**src/rtl/mcs_pkg.sv**
```systemverilog
package mcs_pkg;
    localparam int LINES     = 4;
    localparam int CTL_BITS  = 5;
    // line index inside a nibble: level at index+4, flag at index
    localparam int LN_CTS = 0;
    localparam int LN_DSR = 1;
    localparam int LN_RI  = 2;
    localparam int LN_DCD = 3;
    // control bit positions
    localparam int CB_DTR  = 0;
    localparam int CB_RTS  = 1;
    localparam int CB_AUX1 = 2;
    localparam int CB_AUX2 = 3;
    localparam int CB_LOOP = 4;
    localparam logic [LINES-1:0] LVL_RESET = 4'b1011;

    typedef enum logic {
        MODE_PINS = 1'b0,
        MODE_LOOP = 1'b1
    } mode_t;
endpackage

```
**src/rtl/mcs_sync.sv**
```systemverilog
module mcs_sync #(
    parameter int W = 4,
    parameter int STAGES = 2,
    parameter logic [W-1:0] RST_VAL = '0
) (
    input  logic         clk,
    input  logic         rst_n,
    input  logic [W-1:0] din,
    output logic [W-1:0] dout
);
    logic [STAGES-1:0][W-1:0] stg;

    always_ff @(posedge clk or negedge rst_n) begin
        if (!rst_n) begin
            for (int s = 0; s < STAGES; s++) stg[s] <= RST_VAL;
        end else begin
            stg[0] <= din;
            for (int s = 1; s < STAGES; s++) stg[s] <= stg[s-1];
        end
    end

    assign dout = stg[STAGES-1];
endmodule

```
**src/rtl/mcs_mode.sv**
```systemverilog
module mcs_mode
    import mcs_pkg::*;
(
    input  logic                clk,
    input  logic                rst_n,
    input  logic                ctl_wr,
    input  logic [CTL_BITS-1:0] ctl_wdata,
    output logic [CTL_BITS-1:0] ctl_q,
    output logic                loop_on,
    output logic [LINES-1:0]    pin_out,
    output logic [LINES-1:0]    loop_lvl
);
    mode_t state, state_nx;

    // next-state: WR_LOOP_ON / WR_LOOP_OFF
    always_comb begin
        state_nx = state;
        unique case (state)
            MODE_PINS: if (ctl_wr && ctl_wdata[CB_LOOP])  state_nx = MODE_LOOP;
            MODE_LOOP: if (ctl_wr && !ctl_wdata[CB_LOOP]) state_nx = MODE_PINS;
            default:   state_nx = MODE_PINS;
        endcase
    end

    always_ff @(posedge clk or negedge rst_n) begin
        if (!rst_n) begin
            state <= MODE_PINS;
            ctl_q <= '0;
        end else begin
            state <= state_nx;
            if (ctl_wr) ctl_q <= ctl_wdata;
        end
    end

    // outputs
    always_comb begin
        pin_out  = '0;
        loop_lvl = '0;
        loop_on  = 1'b0;
        unique case (state)
            MODE_PINS: begin
                pin_out = {ctl_q[CB_AUX2], ctl_q[CB_AUX1], ctl_q[CB_RTS], ctl_q[CB_DTR]};
            end
            MODE_LOOP: begin
                loop_on          = 1'b1;
                loop_lvl[LN_DCD] = ctl_q[CB_AUX2];
                loop_lvl[LN_RI]  = ctl_q[CB_AUX1];
                loop_lvl[LN_DSR] = ctl_q[CB_DTR];
                loop_lvl[LN_CTS] = ctl_q[CB_RTS];
            end
            default: ;
        endcase
    end

    p_ctl_store_r2: assert property (@(posedge clk) disable iff (!rst_n)
        ctl_wr |=> ctl_q == $past(ctl_wdata));
    p_mode_follow_r9: assert property (@(posedge clk) disable iff (!rst_n)
        ctl_wr |=> loop_on == $past(ctl_wdata[CB_LOOP]));
endmodule

```
**src/rtl/mcs_delta.sv**
```systemverilog
module mcs_delta
    import mcs_pkg::*;
(
    input  logic             clk,
    input  logic             rst_n,
    input  logic [LINES-1:0] src,
    input  logic             rd_clr,
    input  logic             msi_en,
    output logic [LINES-1:0] lvl_q,
    output logic [LINES-1:0] delta_q,
    output logic             irq
);
    logic [LINES-1:0] det;

    for (genvar i = 0; i < LINES; i++) begin : g_det
        if (i == LN_RI) begin : g_trail
            assign det[i] = lvl_q[i] & ~src[i];
        end else begin : g_any
            assign det[i] = lvl_q[i] ^ src[i];
        end
    end

    always_ff @(posedge clk or negedge rst_n) begin
        if (!rst_n) begin
            lvl_q   <= LVL_RESET;
            delta_q <= '0;
        end else begin
            lvl_q   <= src;
            delta_q <= (rd_clr ? '0 : delta_q) | det;
        end
    end

    assign irq = msi_en & (|delta_q);

    p_flag_sticky_r6: assert property (@(posedge clk) disable iff (!rst_n)
        !$past(rd_clr) |-> (($past(delta_q) & ~delta_q) == '0));
    p_ri_trailing_r5: assert property (@(posedge clk) disable iff (!rst_n)
        $rose(delta_q[LN_RI]) |-> ($past(lvl_q[LN_RI]) && !lvl_q[LN_RI]));
    p_cts_change_r4: assert property (@(posedge clk) disable iff (!rst_n)
        $rose(delta_q[LN_CTS]) |-> (lvl_q[LN_CTS] != $past(lvl_q[LN_CTS])));
endmodule

```
**src/rtl/modem_ctl_status.sv**
```systemverilog
module modem_ctl_status
    import mcs_pkg::*;
#(
    parameter int SYNC_STAGES = 2
) (
    input  logic       clk,
    input  logic       rst_n,
    input  logic       ctl_wr,
    input  logic [7:0] ctl_wdata,
    output logic [7:0] ctl_rdata,
    input  logic       sts_rd,
    output logic [7:0] sts_rdata,
    input  logic       msi_en,
    input  logic       modem_cts,
    input  logic       modem_dsr,
    input  logic       modem_ri,
    input  logic       modem_dcd,
    output logic       modem_dtr,
    output logic       modem_rts,
    output logic       modem_aux1,
    output logic       modem_aux2,
    output logic       irq_req,
    output logic [3:0] irq_ident
);
    logic [CTL_BITS-1:0] ctl_q;
    logic                loop_on;
    logic [LINES-1:0]    pin_out, loop_lvl, pin_sync, src, lvl_q, delta_q;
    logic                unused_wr_hi;

    assign unused_wr_hi = ^ctl_wdata[7:CTL_BITS];

    mcs_sync #(.W(LINES), .STAGES(SYNC_STAGES), .RST_VAL(LVL_RESET)) u_sync (
        .clk  (clk),
        .rst_n(rst_n),
        .din  ({modem_dcd, modem_ri, modem_dsr, modem_cts}),
        .dout (pin_sync)
    );

    mcs_mode u_mode (
        .clk      (clk),
        .rst_n    (rst_n),
        .ctl_wr   (ctl_wr),
        .ctl_wdata(ctl_wdata[CTL_BITS-1:0]),
        .ctl_q    (ctl_q),
        .loop_on  (loop_on),
        .pin_out  (pin_out),
        .loop_lvl (loop_lvl)
    );

    assign src = loop_on ? loop_lvl : pin_sync;

    mcs_delta u_delta (
        .clk    (clk),
        .rst_n  (rst_n),
        .src    (src),
        .rd_clr (sts_rd),
        .msi_en (msi_en),
        .lvl_q  (lvl_q),
        .delta_q(delta_q),
        .irq    (irq_req)
    );

    assign sts_rdata  = {lvl_q, delta_q};
    assign ctl_rdata  = {{(8-CTL_BITS){1'b0}}, ctl_q};
    assign modem_dtr  = pin_out[0];
    assign modem_rts  = pin_out[1];
    assign modem_aux1 = pin_out[2];
    assign modem_aux2 = pin_out[3];
    assign irq_ident  = irq_req ? 4'h0 : 4'h1;

    p_loop_quiet_r10: assert property (@(posedge clk) disable iff (!rst_n)
        ctl_rdata[CB_LOOP] |-> !(modem_dtr | modem_rts | modem_aux1 | modem_aux2));
    p_irq_flag_r8: assert property (@(posedge clk) disable iff (!rst_n)
        irq_req |-> (msi_en && sts_rdata[3:0] != 4'h0));
endmodule

```
**config.mk**
```make
export PLATFORM = sky130hd
export DESIGN_NAME = modem_ctl_status
export DESIGN_NICKNAME = d
export VERILOG_FILES = /design/src/rtl/mcs_pkg.sv /design/src/rtl/mcs_sync.sv /design/src/rtl/mcs_mode.sv /design/src/rtl/mcs_delta.sv /design/src/rtl/modem_ctl_status.sv
export SDC_FILE = /design/constraint.sdc
export NUM_CORES = 1
export LEC_CHECK = 0
export BUFFER_PORTS_ARGS = -buffer_cell sky130_fd_sc_hd__buf_4
export CORE_MARGIN = 8
export CORE_UTILIZATION = 39
export DETAILED_ROUTE_END_ITERATION = 16
export GPL_ROUTABILITY_DRIVEN = 0
export GPL_TIMING_DRIVEN = 0
export PLACE_DENSITY = 0.72
export SYNTH_ARGS = -nofsm -noshare
export SYNTH_HDL_FRONTEND = slang
export SYNTH_SLANG_ARGS = --single-unit
```
**constraint.sdc**
```tcl
create_clock -name clk -period 1.2 [get_ports clk]
set_clock_uncertainty 0.15 [all_clocks]
set_input_delay 0.36 -clock clk [delete_from_list [all_inputs] [get_ports clk]]
set_output_delay 0.36 -clock clk [all_outputs]
set_load 0.02 [all_outputs]
```
==> run_results.csv <==
group,metric,value,unit
place,port_buffers,32,
routing,met3_length,201,um
timing,finalSetupViolCount,26,
timing,finalHoldViolations,0,
timing,max_freq,541,MHz
die,die_y,62.8,um
routing,wl_met2,1060,um
routing,drt_wl_total,1960,um
layout,nNetsFinal,133,
place,dp_slack,-337,ps
routing,highest-signal-layer,"met4",
global_route,grt_pass1_wl,3420,um
global_route,grt_util_all_layers,0.107,
global_route,grt_max_degree,22,
status,outcome,"finished with violations",
run,cap_violations,0,
synth,ys_seq_area_frac,0.627,
clocking,cts_buffers,3,
worst_setup_path,cp-start-kind,"register",
clocking,cts-htree-levels,1,
global_route,grt_overflow,0,
die,core_area,2150,um2
synth,synth_area_per_cell,14.3,um2
layout,fillers,166,
worst_hold_path,worstHoldPathType,"in -> reg",
worst_setup_path,r2r_slack,-230,ps
synth,synth_xor_xnor_area_share,0,
routing,drcViolationCount,0,
timing,layout_setup_ws,-648,ps
synth,synth_adder_area_share,0,
layout,drive_above_1_share,0.748,
synth,yosysTopAreaCell,"dfrtp_1",
routing,dr.pass1.iters,4,
synth,ys_top_cells_by_area,"dfrtp_1 (35%), dfstp_2 (28%), mux2_2 (7.9%)",
synth,synth-compound-area-share,0.0351,
routing,routed_via_density,4.41,
synth,yosys.area_share.simple,0.114,
layout,area.growth.synth_to_final,67.3,%
pwr,cellLeakagePower,0.684,nW
clocking,clock_path_buffers,2,
status,violations,"negative setup slack",
synth,syn_inst,60,
routing,ant_nets,0,
routing,num_vias,630,
synth,yosys_warnings,0,
synth,netlist.area_leader.share,0.351,
pwr,p_total,1.84,mW
clocking,cts_sinks,21,
die,design.die.area,3950,um2
die,ios,42,
pwr,p_per_area,1290,nW/um2
routing,drtIter0Drc,4,
synth,synth_cell_types,15,
synth,synth-seq-cells,21,
global_route,antenna_found_initial,0,
clocking,root_buffer,"clkbuf_4",
die,dieWidth,62.8,um
pwr,vdd_drop_max,0.787,mV
routing,avgRoutedWirePerCell,13.7,um
clocking,clk_pin_slew,110,ps
clocking,clkLatencyLatePin,290,ps
worst_setup_path,arrival,1340,ps
timing,min_period_over_period,1.54,
die,num_rows,17,
timing,drv_slew,0,
clocking,cts_tree,"done",
worst_setup_path,critical_path_class,"reg -> out",
timing,rsz0062_at_grt,"true",
worst_setup_path,critPathMaxFanout,2,
timing,min_period,1850,ps
layout,diodes,0,
synth,netlist_area,856,um2
synth,synth_mux_area_frac,0.132,
die,start_util,0.398,
worst_setup_path,required,690,ps
routing,wl_met1,683,um
worst_setup_path,end_kind,"output port",
global_route,grt_pass1_vias,713,
synth,synth_top_family_by_area,"multiplexers",
[critical path, cell delays in order (launching register included)]
cell and delay, ps:
dfrtp_2 440, o41ai_4 400, buf_4 210
[cell usage in the layout (no fill, tap or decap), drive strengths merged]
cell type and instances:
and2b 4, dfrtp 12, a21oi 3, o22ai 1, conb 6, inv 3, clkbuf 4, dfstp 9
buf 50, nor2b 6, mux2 9, nor3 3, dlygate4sd3 4, o41ai 1
[Yosys cell counts, drive strengths merged]
master / instances
conb: 1
nor3: 3
buf: 8
dfstp: 9
and2b: 4
mux2: 9
nor2b: 6
a21oi: 3
inv: 3
o41ai: 1
o22ai: 1
dfrtp: 12
[final timing paths]
| kind | startpoint | end | depth (start not counted) |
|---|---|---|---|
| worst min-delay path | modem_ri | u_sync.stg[2] | 1 |
| max in group asynchronous | rst_n | u_sync.dout[1] | 2 |
| worst min register to register | u_sync.stg[1] | u_sync.dout[1] | 0 |
| worst max register to register | register | u_delta.delta_q[0] | 5 |
| min in group asynchronous | rst_n | u_mode.ctl_q[3] | 2 |
| worst max-delay path | u_delta.delta_q[2] | irq_ident[0] | 2 |
[power breakdown]
part / switching (mW) / internal, mW / total, mW
sequential: 0.0687 / 0.802 / 0.871
combinational: 0.284 / 0.365 / 0.649
clock: 0.191 / 0.129 / 0.320
[per-stage QoR]
| stage | utilization | hold WS [ps] | cell area [um2] | instances | setup TNS, ps |
|---|---|---|---|---|---|
| floorplan | - | -85.6 | 901 | 65 | -1030 |
| global placement | 0.547 | 101 | 1180 | 125 | -1320 |
| detailed placement | 0.547 | 103 | 1180 | 125 | -1530 |
| CTS | 0.625 | 7.20 | 1340 | 136 | -6920 |
| global route | 0.666 | 6.25 | 1430 | 143 | -8360 |
| finish | 0.666 | 32.2 | 1430 | 143 | -7100 |
[cell type report]
type                    instances  area [um2]  area share
inverters                       3        11.3     0.00787
flip-flops and latches         21         541       0.378
plain buffers                   7        56.3      0.0393
clock buffers                   4        26.3      0.0184
well taps                      28        35.0      0.0245
multi-input cells              33         317       0.221
repair buffers                 47         445       0.311
[flip-flops by register name (all words and copies together), names as in the netlist, named ones only]
register	cells
u_delta.lvl_q	4
u_sync.stg	4
u_mode.ctl_q	4
u_sync.dout	4
u_delta.delta_q	4
[timing repair]
item,CTS,global route
pin swaps,0,0
endpoints found under the hold margin,12,3
setup endpoints to repair,23,27
hold buffers,1,3
cloned,0,0
resized for setup,22,8
setup buffers,6,5
[cell families (layout without fill, tap and decap cells)]
logic type	count (synthesis)	after routing
and+or+nand+nor	13	13
buffers and inverters	11	61
AOI/OAI and AO/OA	5	5
DFF	21	21
muxes	9	9
other	1	6
[routing by layer]
layer	up-vias	track usage
met5	-	0
met4	0	0.0427
met3	2	0.0502
met2	28	0.190
met1	304	0.104
li1	296	-
Note: power is estimated with default switching activity, not from simulation.
